<file path="src/rtl/retrig_pkg.sv">
package retrig_pkg;

  typedef enum logic [1:0] {
    PH_IDLE = 2'd0,
    PH_DIS  = 2'd1,
    PH_CHG  = 2'd2
  } phase_e;

  // Strobes from the controller to the timing datapath
  typedef struct packed {
    logic loadDis;   // load discharge length, latch charge length
    logic loadChg;   // load the latched charge length
    logic decr;      // count down by one
    logic clr;       // clear the counter
  } ctrl_strobe_t;

endpackage

</file>
<file path="src/rtl/retrig_datapath.sv">
module retrig_datapath
  import retrig_pkg::*;
#(
  parameter int CNT_W = 16
) (
  input  logic             clk,
  input  logic             rst,
  input  logic             fallTrig,
  input  logic             riseTrig,
  input  logic             clearN,
  input  logic [CNT_W-1:0] dischargeLen,
  input  logic [CNT_W-1:0] chargeLen,
  input  ctrl_strobe_t     strobe,
  output logic             trigSeen,
  output logic             cntZero
);

  localparam logic [CNT_W-1:0] ONE = {{(CNT_W-1){1'b0}}, 1'b1};

  logic             fallPrev, risePrev, clrPrev;
  logic             condRise, condFall, condClr, qualTrig;
  logic [CNT_W-1:0] pendDis, pendChg, chgHold, cnt;

  // Reload value for a requested length (zero counts as one cycle)
  function automatic logic [CNT_W-1:0] reloadOf(input logic [CNT_W-1:0] len);
    return (len == '0) ? '0 : len - ONE;
  endfunction

  // Qualified trigger conditions against the previous samples
  always_comb begin
    condRise = riseTrig & ~risePrev & ~fallTrig;
    condFall = ~fallTrig & fallPrev & riseTrig;
    condClr  = clearN & ~clrPrev & ~fallTrig & riseTrig;
    qualTrig = clearN & (condRise | condFall | condClr);
  end

  always_ff @(posedge clk) begin
    if (rst) begin
      fallPrev <= 1'b1;
      risePrev <= 1'b0;
      clrPrev  <= 1'b1;
      trigSeen <= 1'b0;
      pendDis  <= '0;
      pendChg  <= '0;
    end else begin
      fallPrev <= fallTrig;
      risePrev <= riseTrig;
      clrPrev  <= clearN;
      trigSeen <= qualTrig;
      if (qualTrig) begin
        pendDis <= dischargeLen;
        pendChg <= chargeLen;
      end
    end
  end

  // Phase counter
  always_ff @(posedge clk) begin
    if (rst) begin
      cnt     <= '0;
      chgHold <= '0;
    end else if (strobe.clr) begin
      cnt <= '0;
    end else if (strobe.loadDis) begin
      cnt     <= reloadOf(pendDis);
      chgHold <= pendChg;
    end else if (strobe.loadChg) begin
      cnt <= reloadOf(chgHold);
    end else if (strobe.decr) begin
      cnt <= cnt - ONE;
    end
  end

  assign cntZero = (cnt == '0);

endmodule

</file>
<file path="src/rtl/retrig_ctrl.sv">
module retrig_ctrl
  import retrig_pkg::*;
(
  input  logic         clk,
  input  logic         rst,
  input  logic         clearN,
  input  logic         trigSeen,
  input  logic         cntZero,
  output ctrl_strobe_t strobe,
  output phase_e       phase,
  output logic         busy
);

  phase_e phaseNext;

  always_comb begin
    phaseNext = phase;
    strobe    = '0;
    if (!clearN) begin
      phaseNext  = PH_IDLE;
      strobe.clr = 1'b1;
    end else begin
      unique case (phase)
        PH_IDLE: begin
          if (trigSeen) begin
            phaseNext      = PH_DIS;
            strobe.loadDis = 1'b1;
          end
        end
        PH_DIS: begin
          // triggers are dropped while discharging
          if (cntZero) begin
            phaseNext      = PH_CHG;
            strobe.loadChg = 1'b1;
          end else begin
            strobe.decr = 1'b1;
          end
        end
        PH_CHG: begin
          if (trigSeen) begin
            phaseNext      = PH_DIS;
            strobe.loadDis = 1'b1;
          end else if (cntZero) begin
            phaseNext  = PH_IDLE;
            strobe.clr = 1'b1;
          end else begin
            strobe.decr = 1'b1;
          end
        end
        default: begin
          phaseNext  = PH_IDLE;
          strobe.clr = 1'b1;
        end
      endcase
    end
  end

  always_ff @(posedge clk) begin
    if (rst) phase <= PH_IDLE;
    else     phase <= phaseNext;
  end

  assign busy = (phase != PH_IDLE);

endmodule

</file>
<file path="src/rtl/retrig_pulse_gen.sv">
module retrig_pulse_gen
  import retrig_pkg::*;
#(
  parameter int CNT_W = 16
) (
  input  logic             clk,
  input  logic             rst,
  input  logic             fallTrig,
  input  logic             riseTrig,
  input  logic             clearN,
  input  logic [CNT_W-1:0] dischargeLen,
  input  logic [CNT_W-1:0] chargeLen,
  output logic             pulseOut,
  output logic             pulseOutN
);

  ctrl_strobe_t strobe;
  phase_e       phase;
  logic         trigSeen, cntZero, busy;

  retrig_datapath #(.CNT_W(CNT_W)) u_dp (
    .clk(clk), .rst(rst), .fallTrig(fallTrig), .riseTrig(riseTrig),
    .clearN(clearN), .dischargeLen(dischargeLen), .chargeLen(chargeLen),
    .strobe(strobe), .trigSeen(trigSeen), .cntZero(cntZero)
  );

  retrig_ctrl u_ctrl (
    .clk(clk), .rst(rst), .clearN(clearN), .trigSeen(trigSeen),
    .cntZero(cntZero), .strobe(strobe), .phase(phase), .busy(busy)
  );

  assign pulseOut  = busy;
  assign pulseOutN = ~busy;

endmodule

</file>
<file path="config.mk">
export PLATFORM = sky130hd
export DESIGN_NAME = retrig_pulse_gen
export DESIGN_NICKNAME = d
export VERILOG_FILES = /design/src/rtl/retrig_pkg.sv /design/src/rtl/retrig_datapath.sv /design/src/rtl/retrig_ctrl.sv /design/src/rtl/retrig_pulse_gen.sv
export SDC_FILE = /design/constraint.sdc
export NUM_CORES = 1
export LEC_CHECK = 0
export BUFFER_PORTS_ARGS = -buffer_cell sky130_fd_sc_hd__buf_4
export CORE_ASPECT_RATIO = 0.75
export CORE_UTILIZATION = 58
export CTS_CLUSTER_SIZE = 28
export DETAILED_ROUTE_END_ITERATION = 8
export PLACE_DENSITY = 0.89
export SKIP_LAST_GASP = 1
export SYNTH_ARGS = -nofsm -noshare
export SYNTH_HDL_FRONTEND = slang
export SYNTH_SLANG_ARGS = --single-unit
</file>
<file path="constraint.sdc">
create_clock -name clk -period 2.36 [get_ports clk]
set_clock_uncertainty 0.05 [all_clocks]
set_input_delay 0.472 -clock clk [delete_from_list [all_inputs] [get_ports clk]]
set_output_delay 0.472 -clock clk [all_outputs]
set_load 0.02 [all_outputs]
</file>
### Yosys cells after proc, flatten, opt, wreduce, memory -nomap -nowiden

Cells that the tools add are included.

| operators by class | value |
|---|---|
| add/subtract/negate cells | 3 |
| equality and inequality tests | 5 |
| multiplexer cells | 20 |
| bitwise gates (word level) | 16 |
| reduce and logical (&&, ||, !) cells | 12 |

Operator list:

| kind | count |
|---|---|
| 16-bit 2-to-1 mux | 5 |
| 16-bit logical NOT | 3 |
| 16-bit by 1-bit subtractor with 16-bit output, second input constant | 3 |
| 2-bit 2-to-1 mux | 5 |
| 1-bit AND | 8 |
| 2-bit OR reduction | 4 |
| 1-bit 2-to-1 mux | 6 |
| 1-bit inverter | 6 |
| 2-bit case mux with 3 select lines | 1 |
| 2-bit != test, second input constant | 2 |
| 1-bit case mux with 2 select lines | 2 |
| 3-bit 2-to-1 mux | 1 |
| 3-bit != test, second input constant | 1 |
| 3-bit AND reduction | 1 |
| 3-bit nonzero test | 1 |
| 2-bit by 1-bit == test with 1-bit output, second input constant | 1 |
| 2-bit == test, second input constant | 1 |
| 2-bit logical NOT | 1 |
| 1-bit OR | 2 |
| 2-bit AND reduction | 1 |
| 2-bit nonzero test | 1 |

| storage, ports and cells | value |
|---|---|
| register bits | 70 |
| output and inout bits | 2 |
| logic and storage cells | 65 |

### Depth between registers and ports, before layout

| logic depth | value |
|---|---|
| word-level depth | 8 |
| mapped depth | 10 |
| gate-level depth less buffers | 8 |

### By module

Synthesis repeated with hierarchy kept, for this count alone.

| unflattened totals | value |
|---|---|
| cells, all modules | 479 |
| area, all modules | 3761.1 um^2 |

Modules (own cells, without submodules):

| module | instances | cells an instance | area an instance (um^2) |
|---|---|---|---|
| retrig_datapath | 1 | 448 | 3502.1 |
| retrig_ctrl | 1 | 30 | 255.2 |
| retrig_pulse_gen | 1 | 1 | 3.8 |

### Worst setup path before layout

OpenSTA, ideal clock, no wires.

| timing path | value |
|---|---|
| path type | register to register |
| from | reg u_dp.cnt[0] |
| to | reg u_dp.cnt[13] |
| library setup time | 119 ps |
| arrival time | 2010 ps |
| required time | 2191 ps |
| setup slack | 181 ps |
| cell stages (with the launch flop) | 7 |
| period minus slack after synthesis | 2179 ps |
| cells stage by stage | dfxtp_1 -> or4_4 -> or4b_4 -> nor4_4 -> xnor2_1 -> a21oi_2 -> o221a_1 |

| on the way | value |
|---|---|
| word-level cells in the longest chain between the ends | 6 |
| elaborated cells between the ends (all ways) | 15 |
| classes of those cells | add/sub (1); mux (11); reduce/logical (3) |

RTL lines:

| what | RTL line | RTL |
|---|---|---|
| start, declared | retrig_datapath.sv:22 | `logic [CNT_W-1:0] pendDis, pendChg, chgHold, cnt;` |
| start signal, assigned | retrig_datapath.sv:65 | `cnt <= reloadOf(pendDis);` |
| start signal, assigned | retrig_datapath.sv:68 | `cnt <= reloadOf(chgHold);` |
| start signal, assigned | retrig_datapath.sv:70 | `cnt <= cnt - ONE;` |
| branches (longest 6 deep; another with 16-bit by 1-bit subtractor with 16-bit output) | - |  |

Several ways; the timed one is not identified. The select of a mux whose other input is x is not followed.
A chain may end at the register's enable or synchronous reset.

### Worst setup path after layout

| timing path | value |
|---|---|
| from | reg u_dp.cnt[0] |
| to | reg u_dp.cnt[15] |

The elaborated chain is that of the path after synthesis.

==> impl_metrics.tcl <==
set metrics [dict create \
    status "complete, no violations" \
    crit_fanout 5 \
    finalPower_mw 2.43 \
    drive_gt1_share_pct 18.6 \
    drt_iter0_drc 390 \
    end_kind "flop" \
    cp_cell_sequence "or4_4 > or4b_4 > nor3_4 > xnor2_1 > a21oi_1 > o221a_2" \
    hold_buffers 0 \
    synth-edff-count 0 \
    die_height_um 72.0 \
    antenna_found_initial 0 \
    grt_pass1_vias 3445 \
    cp_data_required_time_ns 2.56 \
    synth_ff_type "dfxtp_1" \
    fin_util_pct 70.0 \
    grt_max_degree 53 \
    report.final.slew_viol_count 0 \
    cts-root-buf "clkbuf_8" \
    p_sw_share_pct 27.2 \
    worst_pin_slew_ns 0.686 \
    worstSkewPairLatency_ns 0.35 \
    crit_slowest_cell "or4b_4" \
    drv_cap 0 \
    htree_levels 3 \
    drt-vias-per-instance 6.17 \
    path_buf_inv 0 \
    cts_max_path_buffers 2 \
    hp-class "input pin to flop" \
    hold_ws_ns 0.266 \
    rsz0062_at_grt "yes" \
    yosysTopAreaCellShare_pct 37.0 \
    p_leak_nw 1.75 \
    async_flop_share_pct 0 \
    gr-total-overflow 0 \
    n_fill_cell 489 \
    cpPeakStageDelay_ns 0.60 \
    wl_per_cell_um 15.9 \
    design_area_um2 4430 \
    cp_top_family "simple AND/OR/NAND/NOR gates" \
    p_comb_share_pct 13.7 \
    ys_seq_area_share_pct 37.0 \
    syn_area_um2 3790 \
    yosysUniqueCellTypes 55 \
    cp_data_arrival_time_ns 2.52 \
    synthToLayoutAreaGrowth_pct 16.8 \
    p_sw_mw 0.662 \
    setup_viol 0 \
    num_vias 3853 \
    io_pins 39 \
    routabilityCongestion 0.963 \
    yosysMostFrequentCell "nand2_1" \
    dp_hpwl_mm 7.04 \
    worstSetupStartpointType "flop" \
    grt_usage_pct 30.2 \
    place_ws_ns 0.0855 \
    synthTopCellsByCount "108 x nand2_1, 70 x dfxtp_1, 61 x a21oi_1, 34 x nor2_1, 22 x nor3_1" \
    fmax_mhz 431 \
    ir_drop_v 0.000399 \
    syn_avg_cell_area_um2 7.66 \
    worst_slack_ns 0.0404 \
    cts_tree "done" \
    p_int_mw 1.77 \
    ctsResizeCount 0 \
    cts_setup_buffers 0 \
    p_clk_share_pct 35.8 \
    die-area_um2 6860 \
    core_area_um2 6320 \
    post-route-drc-count 0 \
    seq_power_share_pct 50.5 \
    cts_buffers 9 \
    wl_mm 9.95 \
    p_per_area_nw_per_um2 550 \
    initial_core_util_pct 60.0 \
    ys_warn_count 0 \
    yosysTopAreaCell "dfxtp_1" \
    tritoncts_num_sinks 70 \
    synth_cells 495 \
    dieWidth_um 95.3 \
    hold_violations 0 \
    criticalPathCategory "flop to flop" \
    row_count 25 \
    clk_pin_slew_ns 0.07 \
    max-slew-margin-rel_pct 53.9 \
    antenna_left 0 \
    n_antenna_cell 0 \
    grt_first_pass_wirelength_mm 15.9 \
    synth_nets 541 \
    fin_crit_sh_pct 98.3 \
    port_buffers 38 \
    placed_area_um2 4200 \
    synth-seq-cells 70 \
    final.min_clock_period_ns 2.32 \
    ys_top_cells_by_area "dfxtp_1 37%, nand2_1 11%, a21oi_1 8.1%" \
    nets 584 \
    firstDrtPassIters 5 \
]
==> cell families after synthesis <==
| group | synth area share [%] |
|---|---|
| adder cells (fa/ha/maj) | 2.97 |
| multiplexers | 0.528 |
| buffers and inverters | 4.82 |
| AO/OA/AOI/OAI | 16.8 |
| XOR/XNOR | 6.70 |
| AND/OR/NAND/NOR | 31.2 |
| flip-flops | 37.0 |
==> power groups by stage <==
| stage | Combinational, mW | Clock (mW) | Sequential (mW) |
|---|---|---|---|
| final | 0.334 | 0.870 | 1.23 |
| after CTS | 0.321 | 0.878 | 1.23 |
| after floorplan | 0.221 | 0 | 1.25 |
| after global placement | 0.306 | 0 | 1.25 |
| after detailed placement | 0.319 | 0 | 1.25 |
| after global routing | 0.365 | 0.932 | 1.23 |
==> per-stage QoR <==
| stage | instances | TNS, ns |
|---|---|---|
| final | 624 | 0 |
| after global routing | 624 | -0.0680 |
| after CTS | 624 | 0 |
| after detailed placement | 608 | 0 |
| after global placement | 608 | 0 |
| after floorplan | 495 | 0 |
==> flip-flops by register name, summed over array words and instances, names as in the netlist <==
register	flops
u_dp.risePrev	1
u_dp.pendChg	16
u_dp.cnt	16
u_dp.clrPrev	1
u_ctrl.phase	2
u_dp.trigSeen	1
u_dp.pendDis	16
u_dp.fallPrev	1
u_dp.chgHold	16
==> layer usage <==
metal | vias up | track usage (%) | wire [µm]
li1 | 1827 | - | -
met1 | 1763 | 39.0 | 4120
met2 | 218 | 45.6 | 4590
met3 | 45 | 11.7 | 931
met4 | 0 | 11.3 | 317
met5 | - | 0 | 0
==> worst paths after layout <==
check                   startpoint          endpoint  slack, ns  cells past startpoint
setup / recovery       u_dp.cnt[0]      u_dp.cnt[15]       0.04                      6
hold / removal            fallTrig     u_dp.fallPrev       0.27                      2
setup reg to reg       u_dp.cnt[0]      u_dp.cnt[15]       0.04                      6
hold reg to reg   u_dp.pendChg[14]  u_dp.chgHold[14]       0.40                      2
==> layout make-up <==
type                            count  area [µm²]  share of cell area, %
Multi-Input combinational cell    385        2250                   50.9
Clock inverter                      5        35.0                  0.792
Timing Repair Buffer               59         443                   10.0
Tap cell                           81         101                   2.29
Sequential cell                    70        1400                   31.7
Clock buffer                       11         141                   3.19
Inverter                           13        48.8                   1.10
==> placed cells by master, fill, tap and decap left out, types with 2 or more instances in the layout <==
cell      count
nand2_1     108
dfxtp_1      70
a21oi_1      61
buf_4        59
nor2_1       33
nor3_1       22
xnor2_1      16
nor4_1       15
o21ai_0      15
inv_1        13
xor2_1       13
clkbuf_8     10
ha_1          9
nand4_1       6
nand3_1       6
a31oi_1       6
nand3b_1      6
or2_2         5
nor3b_1       4
and4b_1       4
nand2b_1      4
o221a_2       4
o22ai_1       4
nor4_2        3
a211oi_1      3
nor4_4        2
or4_1         2
nor4b_2       2
or4_4         2
nor2_2        2
nor2b_1       2
o211ai_1      2
nand4b_1      2
mux2i_1       2
clkinv_2      2
clkinv_4      2
==> worst reg2reg max path, delay by kind of cell, from the launching register on <==
kind                      cells  cell delay, ns
xor gates and xnor gates      1            0.14
and+or+nand+nor               3            1.33
DFF                           1            0.35
AOI/OAI and AO/OA             2            0.35
Note: power is estimated with default switching activity, not from simulation.
